**config.mk**
```make
export PLATFORM = sky130hd
export DESIGN_NAME = hdb3_rx_decoder
export DESIGN_NICKNAME = d
export VERILOG_FILES = /design/src/rtl/hdb3_pkg.sv /design/src/rtl/hdb3_line_mux.sv /design/src/rtl/hdb3_decode_core.sv /design/src/rtl/hdb3_cv_counter.sv /design/src/rtl/hdb3_rx_decoder.sv
export SDC_FILE = /design/constraint.sdc
export NUM_CORES = 1
export LEC_CHECK = 0
export BUFFER_PORTS_ARGS = -buffer_cell sky130_fd_sc_hd__buf_2
export CAP_MARGIN = 20
export CORE_MARGIN = 8
export CORE_UTILIZATION = 40
export CTS_CLUSTER_SIZE = 12
export DETAILED_ROUTE_END_ITERATION = 10
export PLACE_DENSITY = 0.63
export SETUP_SLACK_MARGIN = 0.5
export SYNTH_ARGS = -nofsm -noshare
export SYNTH_HDL_FRONTEND = slang
export SYNTH_HIERARCHICAL = 1
export SYNTH_SLANG_ARGS = --single-unit
export TNS_END_PERCENT = 100
```
**constraint.sdc**
```tcl
create_clock -name clk_i -period 2.1 [get_ports clk_i]
set_input_delay 0.315 -clock clk_i [delete_from_list [all_inputs] [get_ports clk_i]]
set_output_delay 0.315 -clock clk_i [all_outputs]
set_load 0.01 [all_outputs]
```
**src/rtl/hdb3_pkg.sv**
```systemverilog
package hdb3_pkg;
  // V plus the three bit periods it may overwrite
  localparam int unsigned ALIGN_DEPTH = 4;
  localparam int unsigned HIST_W      = 2;

  typedef struct packed {
    logic mark;  // either rail high
    logic pos;   // positive rail high
    logic both;  // both rails high
  } line_sym_t;
endpackage

```
**src/rtl/hdb3_line_mux.sv**
```systemverilog
module hdb3_line_mux
  import hdb3_pkg::*;
(
  input  logic      clk_i,
  input  logic      dual_rail_i,
  input  logic      clk_inv_i,
  input  logic      pos_i,
  input  logic      neg_i,
  output line_sym_t sym_o,
  output logic      line_clk_o
);
  always_comb begin
    sym_o.mark = pos_i | neg_i;
    sym_o.pos  = pos_i;
    sym_o.both = pos_i & neg_i;
  end

  assign line_clk_o = clk_i ^ (dual_rail_i & clk_inv_i);
endmodule

```
**src/rtl/hdb3_decode_core.sv**
```systemverilog
module hdb3_decode_core
  import hdb3_pkg::*;
(
  input  logic      clk_i,
  input  logic      rst_ni,
  input  logic      dual_rail_i,
  input  line_sym_t sym_i,
  input  logic      nrz_i,
  output logic      data_o,
  output logic      cv_o,
  output logic      cv_evt_o
);
  logic [ALIGN_DEPTH-1:0] dq_q, dq_d;
  logic [HIST_W-1:0]      mk_q;
  logic                   pol_q, seen_q;
  logic                   single, same_pol, quiet, v_ok, in_bit;

  always_comb begin
    single   = sym_i.mark & ~sym_i.both;
    same_pol = dual_rail_i & single & seen_q & (sym_i.pos == pol_q);
    quiet    = (mk_q == '0);
    v_ok     = same_pol & quiet;
    cv_evt_o = dual_rail_i & ((same_pol & ~quiet) | sym_i.both);
    in_bit   = dual_rail_i ? (sym_i.mark & ~v_ok) : nrz_i;
    // a substitution wipes every older bit still inside the alignment window
    if (v_ok) dq_d = {{(ALIGN_DEPTH-1){1'b0}}, in_bit};
    else      dq_d = {dq_q[ALIGN_DEPTH-2:0], in_bit};
  end

  always_ff @(posedge clk_i or negedge rst_ni) begin
    if (!rst_ni) begin
      dq_q   <= '0;
      mk_q   <= '0;
      pol_q  <= 1'b0;
      seen_q <= 1'b0;
      cv_o   <= 1'b0;
    end else begin
      dq_q <= dq_d;
      cv_o <= cv_evt_o;
      if (dual_rail_i) begin
        mk_q <= {mk_q[HIST_W-2:0], sym_i.mark};
        if (single) begin
          pol_q  <= sym_i.pos;
          seen_q <= 1'b1;
        end
      end else begin
        mk_q   <= '0;
        seen_q <= 1'b0;
      end
    end
  end

  assign data_o = dq_q[ALIGN_DEPTH-1];
endmodule

```
**src/rtl/hdb3_cv_counter.sv**
```systemverilog
module hdb3_cv_counter #(
  parameter int unsigned CNT_W = 8
) (
  input  logic             clk_i,
  input  logic             rst_ni,
  input  logic             evt_i,
  input  logic             rd_i,
  input  logic             clr_i,
  output logic [CNT_W-1:0] cnt_o,
  output logic [CNT_W-1:0] rd_data_o
);
  localparam logic [CNT_W-1:0] CNT_MAX = {CNT_W{1'b1}};

  always_ff @(posedge clk_i or negedge rst_ni) begin
    if (!rst_ni) begin
      cnt_o     <= '0;
      rd_data_o <= '0;
    end else begin
      if (rd_i) rd_data_o <= cnt_o;
      if (clr_i)                         cnt_o <= '0;
      else if (rd_i)                     cnt_o <= {{(CNT_W-1){1'b0}}, evt_i};
      else if (evt_i && cnt_o != CNT_MAX) cnt_o <= cnt_o + 1'b1;
    end
  end
endmodule

```
**src/rtl/hdb3_rx_decoder.sv**
```systemverilog
module hdb3_rx_decoder
  import hdb3_pkg::*;
#(
  parameter int unsigned CNT_W = 8
) (
  input  logic             clk_i,
  input  logic             rst_ni,
  input  logic             dual_rail_i,
  input  logic             pos_i,
  input  logic             neg_i,
  input  logic             nrz_i,
  input  logic             clk_inv_i,
  input  logic             cnt_rd_i,
  input  logic             cnt_clr_i,
  output logic             data_o,
  output logic             cv_o,
  output logic [CNT_W-1:0] cnt_o,
  output logic [CNT_W-1:0] rd_data_o,
  output logic             line_clk_o
);
  line_sym_t sym;
  logic      cv_evt;

  hdb3_line_mux u_mux (
    .clk_i       (clk_i),
    .dual_rail_i (dual_rail_i),
    .clk_inv_i   (clk_inv_i),
    .pos_i       (pos_i),
    .neg_i       (neg_i),
    .sym_o       (sym),
    .line_clk_o  (line_clk_o)
  );

  hdb3_decode_core u_core (
    .clk_i       (clk_i),
    .rst_ni      (rst_ni),
    .dual_rail_i (dual_rail_i),
    .sym_i       (sym),
    .nrz_i       (nrz_i),
    .data_o      (data_o),
    .cv_o        (cv_o),
    .cv_evt_o    (cv_evt)
  );

  hdb3_cv_counter #(.CNT_W(CNT_W)) u_cnt (
    .clk_i     (clk_i),
    .rst_ni    (rst_ni),
    .evt_i     (cv_evt),
    .rd_i      (cnt_rd_i),
    .clr_i     (cnt_clr_i),
    .cnt_o     (cnt_o),
    .rd_data_o (rd_data_o)
  );
endmodule

```
## After elaboration in Yosys (flattened, before gate mapping)

Index checks and enable logic that the tools add are counted.

- Input bits: 9
- Output and inout bits: 19
- Logic and storage cells: 39
- Register bits after elaboration: 25

- $add $sub $neg: 1
- Multiplexer cells: 8
- Equality and inequality tests: 3
- Bitwise logic cells: 16
- Reductions and logical operators: 4

Operator list:

| operator | count |
|---|---|
| two-way mux 8 bit | 3 |
| bitwise AND 1 bit | 10 |
| adder 8 x 1 -> 8 bit, second input constant | 1 |
| != test 8 bit, second input constant | 1 |
| two-way mux 4 bit | 1 |
| two-way mux 1 bit | 3 |
| NOT 1 bit | 3 |
| nonzero test 3 bit | 1 |
| zero test 2 bit | 1 |
| two-way mux 2 bit | 1 |
| != test 2 x 1 -> 1 bit, second input constant | 1 |
| bitwise OR 1 bit | 2 |
| AND reduction 2 bit | 1 |
| equality test 1 bit | 1 |
| logical AND 1 bit | 1 |
| XOR 1 bit | 1 |

## Longest topological paths before layout

Gate-level depths: netlist of the first run.

- Depth after elaboration: 13
- Mapped depth: 6
- Depth with buffers taken out: 6

## By module

The synthesis of the first run kept the hierarchy.

Modules (own cells, without submodules):

| module | sequential area each (µm²) | area each (µm²) | times used | cells an instance |
|---|---|---|---|---|
| hdb3_cv_counter | 400.4 | 785.8 | 1 | 66 |
| hdb3_decode_core | 225.2 | 394.1 | 1 | 29 |
| hdb3_line_mux | 0.0 | 33.8 | 1 | 5 |

==> results.md, run 1 <==
- Synthesis-stage register bit count: 25
- Area contributors post-synth: dfrtp_1 (52%), mux2_2 (7.4%), mux2i_1 (4.1%)
- Worst-Skew Late Latency: 0.42 ns
- Area growth, synth to finish: 21.65%
- CTS tree: built
- Startpoint class of the critical path: clock port
- Chip Width: around 71 um
- Fin nets: between 100 and 150
- Total negative slack: 0 ns
- Crit. Startpoint: clk_i
- Final HPWL DP: 1.806 mm
- Antenna diode count: 0
- Total global-route track usage: between 10% and 20%
- Critical path's slowest cell: buf_2
- Hold_ws: between 0.1 and 0.15 ns
- Max-cap check violation count: 0
- Skew final: a little under 0.006 ns
- Fin util: roughly 50%
- Post-synth cell types: 39
- Antenna-violating nets left: 0
- Total wire length: 2.588 mm
- HP Start: cnt_clr_i
- Io pins: 28
- Final std cells w/o fill: between 150 and 200
- Row count: 20
- CP dominant cell by count: buf_8
- Sequential area share after synthesis: slightly above 50%
- Filler cell count: 275
- WP buf/inv: 3
- Grt ovf: 0
- DRT Pass-1 Iters: 4
- Top delay family on crit path: buffers and inverters
- Drt drc: 0
- Setup CP Type: clk -> out
- Total core area: between 0.002 and 0.003 mm2
- Slew HR: between 60% and 70%
- Leakage Power: between 0.7 and 0.8 nW
- IO buf count: 27
- DIE AREA: about 0.005 mm2
- Worst path cell trace: buf_8 > buf_8 > xnor2_2 > buf_2
- Avg Cell Area, Syn: 12.14 um2
- Worst-path clk slew: around 0.13 ns
- Post-Syn Nets: between 100 and 150
- Global-route wire length before repair: about 4.3 mm
- Initial DRC Count: 14
- Commonest cells after routing, fill and taps aside: buf_2 (27), dfrtp_1 (24), nand2_1 (10)
- Commonest non-fill, non-tap cell in the layout: buf_2
- Dpl cells: approximately 160
- Detailed-route via count: 919
- Cell accounting for the most synthesized area: dfrtp_1
- Cell Area, Synth: about 0.0012 mm2
- Ys Warns: 6
- Hold/Removal Path Class: in -> reg
- Share of cells above drive strength 1: 42.22%
- Gate Count Post-Synth: 100
- Power per Cell Area: 713.3 mW/mm2
- Setup crit end kind: output port
- Antenna violations before repair: 0
- CP Max Fanout: 2
- RR Startpoint: u_core/mk_q[0]
- Largest net degree at the start of global routing: 26
- Gpl congestion: a little under 0.9
- Crit path largest cell delay: around 0.15 ns
- WP data arrival: around 1.5 ns
- Maximum VDD drop: around 0.63 mV
- Post-synth top area share: between 50% and 60%
- Req. time, crit path: between 1.5 and 2 ns
- Chip height: around 71 um
- Vias in the first global route: between 900 and 1k
- Final setup viols: 0
- Slew @ Worst Pin: 0.5457 ns
- Final hold vios: 0
- Vias per inst: roughly 5.5
- Initial core utilization: approximately 41%
- Wirelength per Cell: ~15 um
- Final-report max-slew violation count: 0
- Status: completed
- Unrepaired setup endpoints after global routing: yes
[sequential cells by signal, summed over array words and instances (netlist names)]
register and cells:
u_cnt/cnt_o 8, u_cnt/rd_data_o 8, u_core/cv_o 1, u_core/dq_q 4, u_core/mk_q 2, u_core/pol_q 1, u_core/seen_q 1
[cell type report]
cell class / instances / area (um2) / area share, %
clock buffers: 8 / 68.82 / 4.661
inverters: 4 / 15.01 / 1.017
multi-input cells: 68 / 561.8 / 38.05
flip-flops and latches: 25 / 626.9 / 42.46
well taps: 33 / 41.29 / 2.797
repair buffers: 30 / 162.7 / 11.02
[logic make-up (layout without fill, tap and decap cells)]
group                    Yosys count  count (layout)  synth area share, %
flip-flops                        25              25                51.55
AND/OR/NAND/NOR                   32              32                17.32
AO/OA/AOI/OAI                     19              19                12.37
buffers and inverters              7              42                2.885
XOR/XNOR                           2               2                2.062
adder cells (fa/ha/maj)            1               1                1.031
multiplexers                      14              14                12.78
[worst paths after layout]
check                                endpoint  slack [ns]  cells after the start
setup / recovery                   line_clk_o        0.26                      4
hold / removal                 u_cnt/cnt_o[2]        0.14                      2
setup reg to reg               u_cnt/cnt_o[2]        0.52                      6
hold reg to reg                u_core/dq_q[2]        0.48                      2
max in group asynchronous      u_cnt/cnt_o[0]        1.31                      2
min in group asynchronous  u_cnt/rd_data_o[4]        0.39                      2
[power by group]
group	switching, mW	internal, mW
combinational	0.0565	0.0518
sequential	0.0124	0.501
clock	0.197	0.235
[worst register-to-register path: cells and delay by family, from the launching register on]
family | cells | cell delay (ns)
compound gates | 3 | 0.70
buf+inv | 2 | 0.27
simple gates | 1 | 0.05
flops | 1 | 0.45
[through the flow]
| stage | instance area [um2] | setup slack [ns] | power [mW] |
|---|---|---|---|
| 3_5_place_dp | 1370 | 0.2294 | 0.6668 |
| 3_3_place_gp | 1370 | 0.3224 | 0.6630 |
| 4_1_cts | 1458 | 0.2388 | 1.042 |
| 6_report | 1476 | 0.2607 | 1.053 |
| 5_1_grt | 1476 | 0.2242 | 1.113 |
| 2_1_floorplan | 1214 | 0.5018 | 0.6136 |
[metal layers]
metal | GRT usage (%) | routed length [um] | vias up
met5 | 0 | 0 | -
met4 | 8.083 | 29 | 0
met3 | 3.249 | 141 | 2
met2 | 15.96 | 1263 | 29
met1 | 12.82 | 1153 | 448
li1 | - | - | 440
[repair_timing]
item	4_1_cts	5_1_grt
endpoints found under the hold margin	25	0
setup buffers	1	2
resized for setup	4	3
hold buffers	1	0
endpoints found under the setup margin	8	3
pin swaps	3	3
[synthesized netlist by cell type]
cell,n
and3_1,1
o221ai_1,1
ha_1,1
nand4b_1,1
nor2b_1,1
xnor2_1,1
a21oi_1,3
and2_2,1
and4_4,1
o22ai_1,1
a21oi_2,1
xnor2_2,1
a32o_1,1
nand2_1,10
dfrtp_1,25
mux2_4,1
o21a_1,1
inv_1,4
o211a_1,1
nand2b_1,1
nand3_1,2
o311a_1,2
o21bai_1,2
a31oi_1,4
nor4b_4,1
nand3b_1,1
mux2_2,8
buf_2,1
a21boi_2,1
mux2i_1,5
a211oi_2,1
nor4_2,1
or3_1,3
buf_4,2
nand4_2,1
nor2_1,1
nand4_1,2
and2_1,3
or2_1,1
No activity file was read; power rests on OpenSTA's default activity.
==> run 2: changes to the inputs <==
--- a/config.mk
+++ b/config.mk
@@ -8,10 +8,11 @@
 export BUFFER_PORTS_ARGS = -buffer_cell sky130_fd_sc_hd__buf_2
 export CAP_MARGIN = 20
 export CORE_MARGIN = 8
-export CORE_UTILIZATION = 40
+export CORE_UTILIZATION = 35
 export CTS_CLUSTER_SIZE = 12
 export DETAILED_ROUTE_END_ITERATION = 10
-export PLACE_DENSITY = 0.63
+export PLACE_DENSITY_LB_ADDON = 0.15
+export REMOVE_ABC_BUFFERS = 1
 export SETUP_SLACK_MARGIN = 0.5
 export SYNTH_ARGS = -nofsm -noshare
 export SYNTH_HDL_FRONTEND = slang
==> results.md, run 2 (same netlist as run 1, synthesis figures left out) <==
- Commonest non-fill, non-tap cell in the layout: buf_2 (unchanged)
- Grt ovf: 0 (unchanged)
- Maximum VDD drop: 0.5028 mV (was 0.6347 mV)
- Chip Width: 74.89 um (was 71.09 um)
- Skew final: 0.01554 ns (was 0.005784 ns)
- Worst path cell trace: buf_8 > buf_8 > xnor2_2 > buf_2 (unchanged)
- WP data arrival: 1.52 ns (about the same)
- Setup ws final: 0.2678 ns (was 0.2607 ns)
- Total power: 1.048 mW (was 1.053 mW)
- Met1 GRT Util: 13.62% (was 12.82%)
- Share of cells above drive strength 1: 42.86% (was 42.22%)
- Crit. Startpoint: clk_i (unchanged)
- Largest net degree at the start of global routing: 26 (unchanged)
- WP buf/inv: 3 (unchanged)
- Total global-route track usage: 10.32% (was 10.78%)
- Slew @ Worst Pin: 0.5522 ns (was 0.5457 ns)
- Hold/Removal Path Class: in -> reg (unchanged)
- Antenna diode count: 0 (unchanged)
- Setup CP Type: clk -> out (unchanged)
- Chip height: 74.89 um (was 71.09 um)
- Pre-CTS WS: 0.2508 ns (was 0.2294 ns)
- Io pins: 28 (unchanged)
- CP Max Fanout: 2 (unchanged)
- Row count: 21 (was 20)
- Largest regs: u_cnt/cnt_o: 8 flops, u_cnt/rd_data_o: 8 flops, u_core/dq_q: 4 flops (unchanged)
- Max-cap check violation count: 0 (unchanged)
- Crit path largest cell delay: 0.14 ns (was 0.15 ns)
- Setup crit end kind: output port (unchanged)
- Total negative slack: 0 ns (unchanged)
- Unrepaired setup endpoints after global routing: yes (unchanged)
- Final-report max-slew violation count: 0 (unchanged)
- Total core area: 0.003337 mm2 (was 0.002978 mm2)
- Antenna-violating nets left: 0 (unchanged)
- Final HPWL DP: 1.809 mm (was 1.806 mm)
- Initial DRC Count: 52 (was 14)
- CP Depth: 4 (unchanged)
- Fin nets: 144 (was 146)
- Final hold vios: 0 (unchanged)
- Power per Cell Area: 702.0 mW/mm2 (was 713.3 mW/mm2)
- Detailed-route via count: 897 (was 919)
- Total wire length: 2.590 mm (was 2.588 mm)
- Status: completed (unchanged)
- Vias in the first global route: 903 (was 966)
- Cells on worst reg2reg path: 4 (was 6)
- Antenna violations before repair: 0 (unchanged)
- CTS tree: built (unchanged)
- Commonest cells after routing, fill and taps aside: buf_2 (27), dfrtp_1 (24), nand2_1 (10) (unchanged)
- Filler cell count: 332 (was 275)
- GR Layer Usage met2: 13.05% (was 15.96%)
- Startpoint class of the critical path: clock port (unchanged)
- Grt peak-use layer: met1 (was met2)
- Global-route wire length before repair: 4.229 mm (was 4.284 mm)
- HP Start: cnt_clr_i (unchanged)
- Final setup viols: 0 (unchanged)
- Initial core utilization: 36.37% (was 40.76%)
- DIE AREA: 0.005608 mm2 (was 0.005053 mm2)
- Critical path's slowest cell: buf_2 (unchanged)
- DRT Pass-1 Iters: 4 (unchanged)
- RR Startpoint: u_core/pol_q (was u_core/mk_q[0])
- Hold_ws: 0.1203 ns (was 0.1377 ns)
- Gpl congestion: 0.8022 (was 0.8846)
- Fin util: 44.73% (was 49.58%)
- CP dominant cell by count: buf_8 (unchanged)
- IO buf count: 27 (unchanged)
- Drt drc: 0 (unchanged)
- Slew HR: 63.05% (was 63.62%)
- M3 GR Usage: 3.995% (was 3.249%)
- Worst hold path cell count: 2 (unchanged)
- Vias per inst: 5.011 (was 5.470)
- Leakage Power: 0.7335 nW (was 0.7403 nW)
- Top delay family on crit path: buffers and inverters (unchanged)
- Worst-Skew Late Latency: 0.42 ns (about the same)
- Wirelength per Cell: 14.47 um (was 15.40 um)
- Area growth, synth to finish: 22.99% (was 21.65%)
- Worst-path clk slew: 0.14 ns (was 0.13 ns)
- Req. time, crit path: 1.78 ns (about the same)
==> run 2: through the flow <==
step	cells	cell area, um2
final	179	1493
after global routing	179	1493
after CTS	179	1474
after detailed placement	170	1386
after global placement	170	1386
after floorplan	97	1194
==> run 2: power by group <==
group          internal (mW)  leakage (nW)  switching [mW]
Combinational         0.0489         0.357          0.0559
Clock                  0.234        0.0470           0.196
Sequential             0.501         0.329          0.0125
==> run 2: timing repair <==
action,4_1_cts,5_1_grt
pin swaps,3,3
gates resized for setup,4,6
buffers inserted,1,0
hold endpoints to repair,25,0
setup endpoints to repair,6,3
hold buffers,1,0
==> run 2: cell type report <==
cell class	count	area, um2	area share (%)
clock buffer	8	68.82	4.610
inverter	4	15.01	1.006
multi-input combinational	68	576.8	38.64
sequential	25	626.9	42.00
tap	46	57.56	3.856
timing repair buffer	28	147.6	9.891
==> run 2: per-layer routing <==
metal	wire, um	share of wire (%)
met4	28	1.1
met3	188	7.3
met1	1219	47
met2	1154	45
met5	0	0
==> run 2: worst paths after layout <==
kind | endpoint | slack [ns]
max | line_clk_o | 0.27
min | u_cnt/cnt_o[2] | 0.12
max reg2reg | u_cnt/cnt_o[6] | 0.60
min reg2reg | u_core/dq_q[1] | 0.48
max in group asynchronous | u_cnt/cnt_o[0] | 1.31
min in group asynchronous | u_cnt/cnt_o[1] | 0.40
